## src/rtl/vfd_cmd_pkg.sv

```systemverilog
// Shared constants and types for the display-controller serial command receiver.
package vfd_cmd_pkg;

    // Opcode field (bits [7:5] of the first byte in a frame)
    localparam logic [2:0] OP_STREAM = 3'b111;
    localparam logic [2:0] OP_STATE  = 3'b110;
    localparam logic [2:0] OP_DIGIT  = 3'b101;
    localparam logic [2:0] OP_PORT   = 3'b100;

    // Where the current frame stands
    typedef enum logic [1:0] {
        FR_CMD  = 2'd0,   // expecting the command byte
        FR_DATA = 2'd1,   // every byte goes to display RAM
        FR_SKIP = 2'd2    // remaining bytes ignored until chip select rises
    } frame_t;

endpackage

```

## src/rtl/vfd_sample_filter.sv

```systemverilog
// Sampling glitch filter, one lane per input bit.
// Each lane keeps the last SMP raw samples and moves its output only when all
// of them agree. Assumes SMP >= 2 and that inputs are asynchronous to clk.
// Latency from a clean input change to the output is SMP+1 clock edges.
module vfd_sample_filter #(
    parameter int             W       = 3,
    parameter int             SMP     = 2,
    parameter logic [W-1:0]   RST_VAL = '0
) (
    input  logic         clk,
    input  logic         rst_n,
    input  logic [W-1:0] din,
    output logic [W-1:0] dout
);

    for (genvar i = 0; i < W; i++) begin : g_lane
        logic [SMP-1:0] hist;

        // Shift in raw samples and accept a level once the history is uniform
        always_ff @(posedge clk) begin
            if (!rst_n) begin
                hist    <= {SMP{RST_VAL[i]}};
                dout[i] <= RST_VAL[i];
            end else begin
                hist <= {hist[SMP-2:0], din[i]};
                if (&hist) begin
                    dout[i] <= 1'b1;
                end else if (~|hist) begin
                    dout[i] <= 1'b0;
                end
            end
        end
    end

endmodule

```

## src/rtl/vfd_rx_shift.sv

```systemverilog
// Receive byte assembler.
// Shifts filtered serial data in on each rising serial-clock event, first bit
// into bit 0, and pulses byte_vld for one cycle when BW bits have arrived.
// Assumes frame_on drops whenever chip select is high; that clears the
// bit counter so a partial byte is thrown away.
module vfd_rx_shift #(
    parameter int BW = 8,
    localparam int CW = $clog2(BW)
) (
    input  logic          clk,
    input  logic          rst_n,
    input  logic          frame_on,
    input  logic          sclk_rise,
    input  logic          sdin,
    output logic [CW-1:0] bit_idx,
    output logic          byte_vld,
    output logic [BW-1:0] byte_q
);

    localparam logic [CW-1:0] LAST = CW'(BW - 1);

    logic [BW-1:0] sr;

    // Assemble bits and flag completed bytes
    always_ff @(posedge clk) begin
        if (!rst_n || !frame_on) begin
            sr       <= '0;
            bit_idx  <= '0;
            byte_vld <= 1'b0;
            byte_q   <= '0;
        end else begin
            byte_vld <= 1'b0;
            if (sclk_rise) begin
                sr <= {sdin, sr[BW-1:1]};
                if (bit_idx == LAST) begin
                    bit_idx  <= '0;
                    byte_vld <= 1'b1;
                    byte_q   <= {sdin, sr[BW-1:1]};
                end else begin
                    bit_idx <= bit_idx + CW'(1);
                end
            end
        end
    end

endmodule

```

## src/rtl/vfd_tx_shift.sv

```systemverilog
// Transmit shifter for converter results.
// While stream_on is high, the falling serial-clock event at the start of each
// byte (bit_idx == 0) loads the next channel; later falls shift right so sdo
// always shows bit 0 of the register. Channels past NCH return zero.
// Assumes stream_on rises before the first fall of the first data byte.
module vfd_tx_shift #(
    parameter int BW  = 8,
    parameter int NCH = 6,
    localparam int CW = $clog2(BW),
    localparam int IW = $clog2(NCH + 1)
) (
    input  logic              clk,
    input  logic              rst_n,
    input  logic              stream_on,
    input  logic              sclk_fall,
    input  logic [CW-1:0]     bit_idx,
    input  logic [NCH*BW-1:0] adc_bank,
    output logic              sdo_bit
);

    localparam logic [IW-1:0] IDX_END = IW'(NCH);

    logic [IW-1:0] ch_idx;
    logic [BW-1:0] sr;
    logic [BW-1:0] ch_sel;

    // Pick the channel addressed by ch_idx, zero beyond the bank
    always_comb begin
        ch_sel = '0;
        for (int c = 0; c < NCH; c++) begin
            if (int'(ch_idx) == c) begin
                ch_sel = adc_bank[c*BW +: BW];
            end
        end
    end

    // Load at byte start, shift on the remaining falls
    always_ff @(posedge clk) begin
        if (!rst_n || !stream_on) begin
            ch_idx <= '0;
            sr     <= '0;
        end else if (sclk_fall) begin
            if (bit_idx == '0) begin
                sr <= ch_sel;
                if (ch_idx != IDX_END) begin
                    ch_idx <= ch_idx + IW'(1);
                end
            end else begin
                sr <= {1'b0, sr[BW-1:1]};
            end
        end
    end

    assign sdo_bit = sr[0];

endmodule

```

## src/rtl/vfd_cmd_decode.sv

```systemverilog
// Command parser and display RAM write port.
// The first byte of a frame selects an action by its top three bits; the
// stream opcode turns every later byte into a RAM write at an address that
// starts at zero. Assumes byte_vld pulses are many cycles apart.
module vfd_cmd_decode
    import vfd_cmd_pkg::*;
#(
    parameter int AW = 5
) (
    input  logic          clk,
    input  logic          rst_n,
    input  logic          frame_on,
    input  logic          byte_vld,
    input  logic [7:0]    byte_q,
    output logic          stream_on,
    output logic          disp_on,
    output logic [1:0]    digit_cnt,
    output logic [1:0]    duty,
    output logic [3:0]    start_dig,
    output logic [3:0]    port_lo,
    output logic [3:0]    port_hi,
    output logic          ram_we,
    output logic [AW-1:0] ram_addr,
    output logic [7:0]    ram_wdata
);

    frame_t        st;
    logic [AW-1:0] wr_ptr;

    // Frame state, configuration fields and RAM write generation
    always_ff @(posedge clk) begin
        if (!rst_n) begin
            st        <= FR_CMD;
            wr_ptr    <= '0;
            disp_on   <= 1'b0;
            digit_cnt <= '0;
            duty      <= '0;
            start_dig <= '0;
            port_lo   <= '0;
            port_hi   <= '0;
            ram_we    <= 1'b0;
            ram_addr  <= '0;
            ram_wdata <= '0;
        end else begin
            ram_we <= 1'b0;
            if (!frame_on) begin
                st <= FR_CMD;
            end else if (byte_vld) begin
                unique case (st)
                    FR_CMD: begin
                        st <= FR_SKIP;
                        case (byte_q[7:5])
                            OP_STREAM: begin
                                st     <= FR_DATA;
                                wr_ptr <= '0;
                            end
                            OP_STATE: begin
                                disp_on   <= byte_q[4];
                                digit_cnt <= byte_q[3:2];
                                duty      <= byte_q[1:0];
                            end
                            OP_DIGIT: start_dig <= byte_q[3:0];
                            OP_PORT: begin
                                if (byte_q[4]) port_hi <= byte_q[3:0];
                                else           port_lo <= byte_q[3:0];
                            end
                            default: ;
                        endcase
                    end
                    FR_DATA: begin
                        ram_we    <= 1'b1;
                        ram_addr  <= wr_ptr;
                        ram_wdata <= byte_q;
                        wr_ptr    <= wr_ptr + AW'(1);
                    end
                    default: ;
                endcase
            end
        end
    end

    assign stream_on = (st == FR_DATA);

endmodule

```

## src/rtl/vfd_cmd_slave.sv

```systemverilog
// Top of the display-controller serial command receiver.
// Filters the three serial inputs in the clk domain, detects serial-clock
// edges, assembles bytes, decodes commands and returns converter bytes.
// Assumes each serial-clock phase lasts longer than SMP+3 clk cycles.
module vfd_cmd_slave #(
    parameter int NCH = 6,
    parameter int AW  = 5,
    parameter int SMP = 2,
    localparam int BW = 8,
    localparam int CW = $clog2(BW)
) (
    input  logic              clk,
    input  logic              rst_n,
    input  logic              cs_n,
    input  logic              sclk,
    input  logic              sdin,
    input  logic [NCH*BW-1:0] adc_bank,
    output logic              sdo,
    output logic              sdo_oe,
    output logic              disp_on,
    output logic [1:0]        digit_cnt,
    output logic [1:0]        duty,
    output logic [3:0]        start_dig,
    output logic [3:0]        port_lo,
    output logic [3:0]        port_hi,
    output logic              ram_we,
    output logic [AW-1:0]     ram_addr,
    output logic [BW-1:0]     ram_wdata
);

    logic          cs_flt;
    logic          sclk_flt;
    logic          sdin_flt;
    logic          sclk_q;
    logic          sclk_rise;
    logic          sclk_fall;
    logic          frame_on;
    logic          stream_on;
    logic          byte_vld;
    logic [BW-1:0] byte_q;
    logic [CW-1:0] bit_idx;
    logic          sdo_bit;

    vfd_sample_filter #(
        .W       (3),
        .SMP     (SMP),
        .RST_VAL (3'b110)
    ) u_flt (
        .clk   (clk),
        .rst_n (rst_n),
        .din   ({cs_n, sclk, sdin}),
        .dout  ({cs_flt, sclk_flt, sdin_flt})
    );

    // Remember the previous filtered serial clock for edge detection
    always_ff @(posedge clk) begin
        if (!rst_n) sclk_q <= 1'b1;
        else        sclk_q <= sclk_flt;
    end

    assign sclk_rise = sclk_flt & ~sclk_q;
    assign sclk_fall = ~sclk_flt & sclk_q;
    assign frame_on  = ~cs_flt;

    vfd_rx_shift #(.BW(BW)) u_rx (
        .clk       (clk),
        .rst_n     (rst_n),
        .frame_on  (frame_on),
        .sclk_rise (sclk_rise),
        .sdin      (sdin_flt),
        .bit_idx   (bit_idx),
        .byte_vld  (byte_vld),
        .byte_q    (byte_q)
    );

    vfd_cmd_decode #(.AW(AW)) u_dec (
        .clk       (clk),
        .rst_n     (rst_n),
        .frame_on  (frame_on),
        .byte_vld  (byte_vld),
        .byte_q    (byte_q),
        .stream_on (stream_on),
        .disp_on   (disp_on),
        .digit_cnt (digit_cnt),
        .duty      (duty),
        .start_dig (start_dig),
        .port_lo   (port_lo),
        .port_hi   (port_hi),
        .ram_we    (ram_we),
        .ram_addr  (ram_addr),
        .ram_wdata (ram_wdata)
    );

    vfd_tx_shift #(.BW(BW), .NCH(NCH)) u_tx (
        .clk       (clk),
        .rst_n     (rst_n),
        .stream_on (stream_on),
        .sclk_fall (sclk_fall),
        .bit_idx   (bit_idx),
        .adc_bank  (adc_bank),
        .sdo_bit   (sdo_bit)
    );

    assign sdo    = sdo_bit;
    assign sdo_oe = rst_n & frame_on;

endmodule

```

## config.mk

```make
export PLATFORM = sky130hd
export DESIGN_NAME = vfd_cmd_slave
export DESIGN_NICKNAME = d
export VERILOG_FILES = /design/src/rtl/vfd_cmd_pkg.sv /design/src/rtl/vfd_sample_filter.sv /design/src/rtl/vfd_rx_shift.sv /design/src/rtl/vfd_tx_shift.sv /design/src/rtl/vfd_cmd_decode.sv /design/src/rtl/vfd_cmd_slave.sv
export SDC_FILE = /design/constraint.sdc
export NUM_CORES = 1
export LEC_CHECK = 0
export BUFFER_PORTS_ARGS = -buffer_cell sky130_fd_sc_hd__buf_2
export CELL_PAD_IN_SITES_DETAIL_PLACEMENT = 1
export CELL_PAD_IN_SITES_GLOBAL_PLACEMENT = 1
export CORE_AREA = 2 2 141 74
export DETAILED_ROUTE_END_ITERATION = 7
export DIE_AREA = 0 0 143 76
export GPL_ROUTABILITY_DRIVEN = 0
export PLACE_DENSITY = 0.84
export SLEW_MARGIN = 15
export SYNTH_ARGS = -nofsm -noshare
export SYNTH_HDL_FRONTEND = slang
export SYNTH_HIERARCHICAL = 1
export SYNTH_SLANG_ARGS = --single-unit
```

## constraint.sdc

```tcl
create_clock -name clk -period 2.5 [get_ports clk]
set_input_delay 0.5 -clock clk [delete_from_list [all_inputs] [get_ports clk]]
set_output_delay 0.5 -clock clk [all_outputs]
set_load 0.05 [all_outputs]
```

### After elaboration in Yosys (flattened, before gate mapping)

Cells that the tools add are included.

| storage, ports and cells | value |
|---|---|
| bits of input ports | 53 |
| output and inout port bits | 33 |
| word-level logic and storage cells | 94 |
| register bits after elaboration | 79 |

| cells by class | value |
|---|---|
| reductions and logical operators | 28 |
| muxes and demuxes | 15 |
| equal/unequal tests | 14 |
| bitwise logic cells | 10 |
| add/subtract/negate cells | 3 |

Operators with widths:

| operator | count |
|---|---|
| 2-to-1 mux 8 bit | 7 |
| equality test 3 bit, second input constant | 9 |
| OR reduction 2 bit | 7 |
| AND reduction 4 bit | 3 |
| case mux 5 bit (2 select lines) | 1 |
| AND reduction 2 bit | 5 |
| AND reduction 5 bit | 2 |
| NOT 1 bit | 7 |
| adder 3 x 1 -> 3 bit, second input constant | 2 |
| zero test 3 bit | 2 |
| AND reduction 3 bit | 2 |
| adder 5 x 1 -> 5 bit, second input constant | 1 |
| 2-to-1 mux 5 bit | 1 |
| 2-to-1 mux 1 bit | 4 |
| bitwise AND 1 bit | 3 |
| equality test 3 x 2 -> 1 bit, second input constant | 1 |
| 2-to-1 mux 3 bit | 1 |
| != test 3 bit, second input constant | 1 |
| OR reduction 3 bit | 1 |
| equality test 2 x 1 -> 1 bit, second input constant | 1 |
| zero test 1 bit | 2 |
| zero test 2 bit | 1 |
| logical OR 1 bit | 2 |
| 2-to-1 mux 2 bit | 1 |
| 3 further kinds | 3 |

### Depth between registers and ports, before layout

Gate-level depths: netlist of run 1.

| depth | value |
|---|---|
| depth after elaboration | 8 |
| mapped depth | 8 |
| gate-level depth less buffers | 6 |

### Hierarchy

Netlist of run 1, hierarchy kept.

Modules (own cells, without submodules):

| module | area an instance (um^2) | seq. area each (um^2) | cells each | instances |
|---|---|---|---|---|
| vfd_cmd_decode | 1,496.4 | 760.7 | 163 | 1 |
| vfd_tx_shift | 1,143.6 | 220.2 | 153 | 1 |
| vfd_rx_shift | 802.0 | 380.4 | 77 | 1 |
| vfd_sample_filter | 274.0 | 180.2 | 24 | 1 |
| vfd_cmd_slave | 48.8 | 20.0 | 6 | 1 |

### Worst setup path after synthesis of run 1

Ideal clock, no wire load.

| timing path | value |
|---|---|
| path kind | register to register |
| from | reg u_tx.ch_idx[2] |
| to | reg u_tx.sr[2] |
| data required time | 2,363 ps |
| setup slack | 711 ps |
| buffers on the path | 2 |
| period minus slack after synthesis | 1,789 ps |
| setup time | 137 ps |
| stages on the path, launching flop included | 9 |
| arrival | 1,652 ps |
| cells stage by stage | dfxtp_1 buf_2 inv_1 ha_1 clkbuf_1 inv_1 o21a_1 a221oi_2 a211oi_1 |

| between the ends | value |
|---|---|
| longest elaborated chain between the ends | 8 |
| elaborated cells between the ends (all ways) | 13 |
| those cells by class | 5 x eq/ne; 7 x mux; 1 x reduce/logical |

Ends and longest elaborated chain:

| what | line | source |
|---|---|---|
| start, declared | vfd_tx_shift.sv:23 | `logic [IW-1:0] ch_idx;` |
| start signal, assigned | vfd_tx_shift.sv:46 | `ch_idx <= ch_idx + IW'(1);` |
| zero test 3 bit | vfd_tx_shift.sv:31 | `if (int'(ch_idx) == c) begin` |
| 2-to-1 mux 8 bit (5 in a row) | vfd_tx_shift.sv:31 |  |
| 2-to-1 mux 8 bit (*) | vfd_tx_shift.sv:31 |  |
| 2-to-1 mux 8 bit (*) | vfd_tx_shift.sv:43 | `if (bit_idx == '0) begin` |
| end signal, assigned | vfd_tx_shift.sv:44 | `sr <= ch_sel;` |
| end signal, assigned | vfd_tx_shift.sv:49 | `sr <= {1'b0, sr[BW-1:1]};` |
| end, declared | vfd_tx_shift.sv:24 | `logic [BW-1:0] sr;` |

Mark *: on every way between the ends. The rest lies on a longest branch, timed or not.
A chain may end at the register's enable or synchronous reset.

### Final worst setup path of run 1

| timing path | value |
|---|---|
| from | reg u_tx.ch_idx[1] |
| to | reg u_tx.sr[6] |

The elaborated chain is that of the path after synthesis.

==> results.yml, run 1 <==
timing:
  skew_ns: 0.00413
  tns_ns: 0
  period_minus_slack_ns: 2.11
  total_count_of_max_transition_violations_in_the_final_report: 0
  setup_repair_after_global_routing_missed_its_margin: "false"
  final-hold-violation-count: 0
  maxClockFrequency_ghz: 0.473
  final.period_utilization: 0.846
  report.final.setup_viol: 0
  timing_worst_slew_pin_value_ns: 0.673
  worst_slew_margin_rel: 0.551
worst_hold_path:
  worstHoldPathCells: 2
  hold_path.startpoint: "sclk"
  min-delay-path-class: "input port to flip-flop"
  whs_endpoint: "u_flt/g_lane[1].hist[0]$_SDFF_PN1_"
critical_path:
  cp-end-kind: "flip-flop"
  cp_max_stage_cell: "sky130_fd_sc_hd__nor2b_1"
  timing.critical_path.from_type: "flip-flop"
  r2r-start: "u_tx/ch_idx[1]$_SDFFE_PP0P_"
  worstReg2RegEnd: "u_tx/sr[6]$_SDFFE_PP0P_"
  crit_chain: "ha_1 -> ha_1 -> nor2b_1 -> a221o_1 -> a221oi_2 -> a211oi_1"
  cp.arrival_ns: 2.36
  crit_top_cell: "sky130_fd_sc_hd__ha_1"
  crit_path_category: "flip-flop to flip-flop"
  slowest_delay_ns: 0.60
  setup.worst_path.start: "u_tx/ch_idx[1]$_SDFFE_PP0P_"
  reg2reg_setup_slack_ns: 0.39
  worst-endpoint-required_ns: 2.74
  path_delay_family: "simple AND/OR/NAND/NOR gates"
  timing.reg2reg.worst_path_depth: 6
  critPathMaxFanout: 8
  cp_num_buf_inv: 0
final_layout:
  layout-drive-gt1-share: 0.263
  layout.nets: 563
  layout-area-overhead-vs-synth_pct: 21.3
  finish.utilization: 0.466
  antenna_cells_inserted: 0
placement:
  numPortBuffers: 85
  dp.final_hpwl_mm: 8.21
synthesis:
  netlist_area_um2: 3760
  yosys_register_bits: 78
  postSynth.topFlopCell: "sky130_fd_sc_hd__dfxtp_1"
  syn_inst: 423
  async_set_or_reset_flop_fraction_in_the_synthesized_netlist: 0
  synth_nets: 486
  syn-mean-instance-area_um2: 8.90
  synth_edf_count: 0
  synth_seq_area_share: 0.415
  synth.top_cell.area_share: 0.415
  ys.warnings.count: 6
  synth.largest_area_cell: "sky130_fd_sc_hd__dfxtp_1"
  synth_cell_types: 56
  top_post_synthesis_cells_by_area: "sky130_fd_sc_hd__dfxtp_1 41%, sky130_fd_sc_hd__nand2_1 7.7%, sky130_fd_sc_hd__mux2i_1 7.2%"
power_and_ir_drop:
  netSwitchingPower_mw: 0.565
  power-per-cell-area_nw_per_um2: 587
  sw_frac_of_total: 0.211
  power.combinational.fraction: 0.032
  p_leak_nw: 1.78
  vdd_drop_max_mv: 0.330
  power_frac_clock: 0.501
  cell_internal_pwr_mw: 2.12
  pwr-share-seq: 0.467
route:
  drt_wl_total_mm: 11.2
  vias_per_cell: 5.32
  count_of_tritonroute_iterations_in_the_first_routing_pass: 4
  post_drt_wl_per_cell_um: 17.3
  post-route-drc-count: 0
  postRouteAntennaNets: 0
  drt_iter0_drc: 270
  vias: 3434
cts:
  cts.clk_slew.worst_paths_ns: 0.06
  ctsResizeCount: 0
  post_cts_buffers: 0
  cts_max_path_buffers: 2
  cts_sink_cnt: 78
  tritoncts_clock_tree: "done"
  insertion_delay_ns: 0.34
  htree_levels: 3
  ctsRootBufferMaster: "sky130_fd_sc_hd__clkbuf_16"
  numCtsBuffers: 9
  postCtsHoldBufs: 0
floorplanning:
  start_util: 0.384
  rows: 26
  die-height_um: 76
  floorplan.die.width_um: 143
  core-area_um2: 9790
  io_pins: 86
  dieArea_um2: 10900
grt:
  grt_pass1_vias: 3471
  antenna_found_initial: 0
  grt_max_degree: 30
  global_route_wire_length_before_repair_mm: 18.4
  grt_remaining_overflow: 0
  groute.usage.overall: 0.215
outcome:
  run_status: "finished clean"
flow_run:
  max_cap_violations: 0
cells by family (layout without fill, tap and decap cells):
| logic type | after synthesis | count (layout) | share of synthesized area |
|---|---|---|---|
| simple gates | 153 | 153 | 0.200 |
| compound gates | 115 | 115 | 0.217 |
| flops | 78 | 78 | 0.415 |
| buf+inv | 38 | 120 | 0.0578 |
| mux | 28 | 28 | 0.0748 |
| fa+ha+maj | 10 | 10 | 0.0332 |
| xor+xnor | 1 | 1 | 0.00233 |
registers in the layout (all words and copies together), names as in the netlist, 3 cells and up:
register,count
u_dec/port_hi,4
u_dec/port_lo,4
u_dec/ram_addr,5
u_dec/ram_wdata,8
u_dec/start_dig,4
u_dec/wr_ptr,5
u_flt/dout,3
u_flt/g_lane.hist,6
u_rx/bit_idx,3
u_rx/byte_q,8
u_rx/sr,7
u_tx/ch_idx,3
u_tx/sr,8
metrics by stage:
step	power [mW]	cell area [um^2]	setup slack (ns)	hold slack, ns	cells
final	2.68	4570	0.385	0.340	645
after detailed placement	1.36	4260	0.502	0.449	629
after floorplan	1.31	3760	0.711	0.432	423
after global placement	1.36	4260	0.651	0.444	629
after global routing	2.78	4570	0.251	0.340	645
after CTS	2.70	4570	0.454	0.336	645
worst reg2reg max path: cells and delay by family (launching register included):
family | cells | cell delay, ns
and+or+nand+nor | 1 | 0.60
AOI/OAI and AO/OA | 3 | 0.55
adders and majority gates | 2 | 0.49
DFF | 1 | 0.38
layout by cell type, fill, tap and decap left out, types with 10 or more instances in the layout:
master and n:
sky130_fd_sc_hd__nand2_1 77, sky130_fd_sc_hd__o21ai_0 21, sky130_fd_sc_hd__ha_1 10, sky130_fd_sc_hd__nand3_1 14, sky130_fd_sc_hd__nor2_1 18, sky130_fd_sc_hd__mux2i_1 27
sky130_fd_sc_hd__buf_2 85, sky130_fd_sc_hd__a221o_1 10, sky130_fd_sc_hd__dfxtp_1 78, sky130_fd_sc_hd__a21oi_1 36
worst max path at each step:
stage                                    to  slack [ns]  cells past startpoint
global route        u_tx/sr[4]$_SDFFE_PP0P_        0.25                      6
floorplan           u_tx/sr[2]$_SDFFE_PP0P_        0.71                      8
finish              u_tx/sr[6]$_SDFFE_PP0P_        0.39                      6
CTS                 u_tx/sr[6]$_SDFFE_PP0P_        0.45                      6
global placement    u_tx/sr[7]$_SDFFE_PP0P_        0.65                      6
detailed placement  u_tx/sr[6]$_SDFFE_PP0P_        0.50                      6
synthesized netlist by cell type, drive strengths merged (2+ instances only):
library cell  count
o21a              6
a2111oi           2
a41oi             3
a221o            10
a211oi            8
dfxtp            78
and2              3
and2b             2
clkbuf           11
a21bo             8
ha               10
mux2i            27
inv               8
o21ai            23
or3               8
nand3b            2
clkinv            2
nand3            14
nand2b            9
o22ai             2
a21oi            37
nor2             18
nor2b             8
and4b             3
a311oi            2
o211ai            2
buf              17
a221oi            7
nand2            77
per-layer routing:
layer | GRT usage | routed length [um] | vias up
li1 | - | - | 1660
met1 | 0.308 | 5470 | 1676
met2 | 0.322 | 4890 | 86
met3 | 0.0597 | 691 | 12
met4 | 0.0485 | 119 | 0
met5 | 0 | 0 | -
cell type report:
class / count / area [um^2]
Fill cell: 1151 / 5230
Multi-Input combinational cell: 307 / 1990
Sequential cell: 78 / 1560
Timing Repair Buffer: 94 / 493
Clock buffer: 11 / 253
Tap cell: 140 / 175
Clock inverter: 5 / 57.6
Inverter: 10 / 37.5
power by group through the flow:
stage                     registers (mW)  clock network, mW  logic (mW)
final                               1.25               1.34      0.0855
after global routing                1.25               1.43      0.0949
after CTS                           1.25               1.37      0.0857
after detailed placement            1.28                  0      0.0847
after global placement              1.28                  0      0.0834
after floorplan                     1.28                  0      0.0326
(Power assumes the default switching activity.)
==> run 2, diff against run 1 <==
CORE_AREA = 2 2 148 78   (was 2 2 141 74)
DIE_AREA = 0 0 150 80   (was 0 0 143 76)
PLACE_DENSITY = 0.8   (was 0.84)
clock period = 1.8 ns   (was 2.5 ns; I/O delays follow)
==> run 2 against run 1 <==
Compared with the run above:
- hold slack worse by 0.13 ns
- register-to-register slack worse by 0.32 ns
- fmax is 22% higher
- highest routed layer unchanged
- setup slack worse by 0.32 ns
- via count is 0.84% lower
- sequential share of layout area is 1.2 points lower
==> results.yml, run 2 (same netlist as run 1, synthesis figures left out) <==
outcome:
  run_status: "finished clean"
worst_hold_path:
  min-delay-path-class: "input port to flip-flop"
route:
  post-route-drc-count: 0
  drt_iter0_drc: 175
  count_of_tritonroute_iterations_in_the_first_routing_pass: 4
  vias: 3405
  drt_wl_total_mm: 10.8
  vias_per_cell: 5.16
  postRouteAntennaNets: 0
  post_drt_wl_per_cell_um: 16.4
floorplanning:
  rows: 27
  die-height_um: 80
  io_pins: 86
  floorplan.die.width_um: 150
  core-area_um2: 10700
  start_util: 0.353
  dieArea_um2: 12000
cts:
  numCtsBuffers: 9
  ctsRootBufferMaster: "sky130_fd_sc_hd__clkbuf_16"
  cts_sink_cnt: 78
  post_cts_buffers: 0
  cts.clk_slew.worst_paths_ns: 0.06
  tritoncts_clock_tree: "done"
  insertion_delay_ns: 0.33
  htree_levels: 3
  cts_max_path_buffers: 2
critical_path:
  cp.arrival_ns: 1.93
  worst-endpoint-required_ns: 2.00
  crit_path_category: "flip-flop to flip-flop"
  timing.critical_path.from_type: "flip-flop"
  critPathMaxFanout: 7
  cp-end-kind: "flip-flop"
final_layout:
  biggestRegsByFlops: "u_dec/ram_wdata (8), u_rx/byte_q (8), u_tx/sr (8)"
  filler_cell_count: 1290
  antenna_cells_inserted: 0
  most-common-layout-cells: "85 x sky130_fd_sc_hd__buf_2, 76 x sky130_fd_sc_hd__dfxtp_1, 76 x sky130_fd_sc_hd__nand2_1"
  ff_latch_area_um2: 1570
  layout-drive-gt1-share: 0.295
  layout.cells.most_common: "sky130_fd_sc_hd__buf_2"
  final_cell_area_um2: 4740
  multi_input_area_um2: 2040
  layout.nets: 574
  layout-area-overhead-vs-synth_pct: 25.9
  stdcell_count: 660
timing:
  period_minus_slack_ns: 1.73
  timing_worst_slew_pin_value_ns: 0.635
  maxClockFrequency_ghz: 0.577
  final.period_utilization: 0.963
  report.final.setup_viol: 0
  final-hold-violation-count: 0
  tns_ns: 0
  total_count_of_max_transition_violations_in_the_final_report: 0
  skew_ns: 0.00584
  worst_slew_margin_rel: 0.576
grt:
  antenna_found_initial: 0
  grt_pass1_vias: 3486
  grt_remaining_overflow: 0
  grt_max_degree: 24
  global_route_wire_length_before_repair_mm: 17.5
  groute.usage.overall: 0.187
placement:
  place.detailed.instances: 645
  dpl_cell_area_um2: 4340
  dp.final_hpwl_mm: 8.30
  numPortBuffers: 85
power_and_ir_drop:
  power-per-cell-area_nw_per_um2: 828
  p_leak_nw: 1.87
  vdd_drop_max_mv: 0.508
flow_run:
  max_cap_violations: 0
==> run 2: cell types whose count changed in the layout (fill, tap and decap cells not counted), moves of 2 or more <==
cell	previous run	this run
sky130_fd_sc_hd__ha_2	0	2
sky130_fd_sc_hd__clkinvlp_4	3	0
sky130_fd_sc_hd__buf_4	9	20
sky130_fd_sc_hd__a2111oi_1	0	2
sky130_fd_sc_hd__ha_4	0	3
sky130_fd_sc_hd__bufinv_16	1	3
sky130_fd_sc_hd__ha_1	10	5
sky130_fd_sc_hd__a2111oi_0	2	0
sky130_fd_sc_hd__dfxtp_1	78	76
==> run 2: where the power goes <==
group / internal [mW] / switching [mW]
logic: 0.0633 / 0.0616
clock network: 1.38 / 0.680
registers: 1.73 / 0.00431
==> run 2: area by class of cell <==
| cell class | count | share of cell area |
|---|---|---|
| well taps | 145 | 0.0383 |
| clock inverters | 4 | 0.0201 |
| clock buffers | 11 | 0.0512 |
| repair buffers | 105 | 0.121 |
| inverters | 10 | 0.00792 |
| flip-flops and latches | 78 | 0.330 |
| multi-input cells | 307 | 0.431 |
==> run 2: path summary, 6_finish.rpt <==
check                                       start                                  to  slack (ns)  depth (start not counted)
setup / recovery      u_tx/ch_idx[1]$_SDFFE_PP0P_             u_tx/sr[2]$_SDFFE_PP0P_        0.07                          7
hold / removal                               cs_n  u_flt/g_lane[2].hist[0]$_SDFF_PN1_        0.21                          2
setup reg to reg      u_tx/ch_idx[1]$_SDFFE_PP0P_             u_tx/sr[2]$_SDFFE_PP0P_        0.07                          7
hold reg to reg   u_dec/ram_wdata[1]$_SDFFE_PN0P_     u_dec/ram_wdata[1]$_SDFFE_PN0P_        0.46                          2
==> run 2: what timing repair did <==
item / in CTS / in global routing
pin swaps: 0 / 1
gates cloned: 0 / 0
gates resized for setup: 5 / 12
hold buffers: 0 / 0
endpoints found under the setup margin: 6 / 7
==> run 2: worst max-delay path: stages, from the launching register on <==
cell and delay (ns):
sky130_fd_sc_hd__dfxtp_4 0.36, sky130_fd_sc_hd__ha_2 0.19, sky130_fd_sc_hd__ha_4 0.18, sky130_fd_sc_hd__nor2b_1 0.13, sky130_fd_sc_hd__buf_4 0.17, sky130_fd_sc_hd__a221o_1 0.31, sky130_fd_sc_hd__a221oi_2 0.18, sky130_fd_sc_hd__a211oi_1 0.09
==> run 2: routing by layer <==
layer	wire length (um)	track usage
met1	5620	0.267
met2	4470	0.279
met3	625	0.0531
met4	91	0.0415
met5	0	0
==> run 2: metrics by stage <==
stage,setup WS (ns),hold slack [ns],total power [mW],util
after global routing,-0.00135,0.201,4.05,0.444
after detailed placement,-0.0659,0.453,1.90,0.407
after global placement,0.0411,0.441,1.89,0.407
after floorplan,0.0110,0.432,1.82,-
final,0.0671,0.215,3.92,0.444
after CTS,0.00299,0.204,3.96,0.440
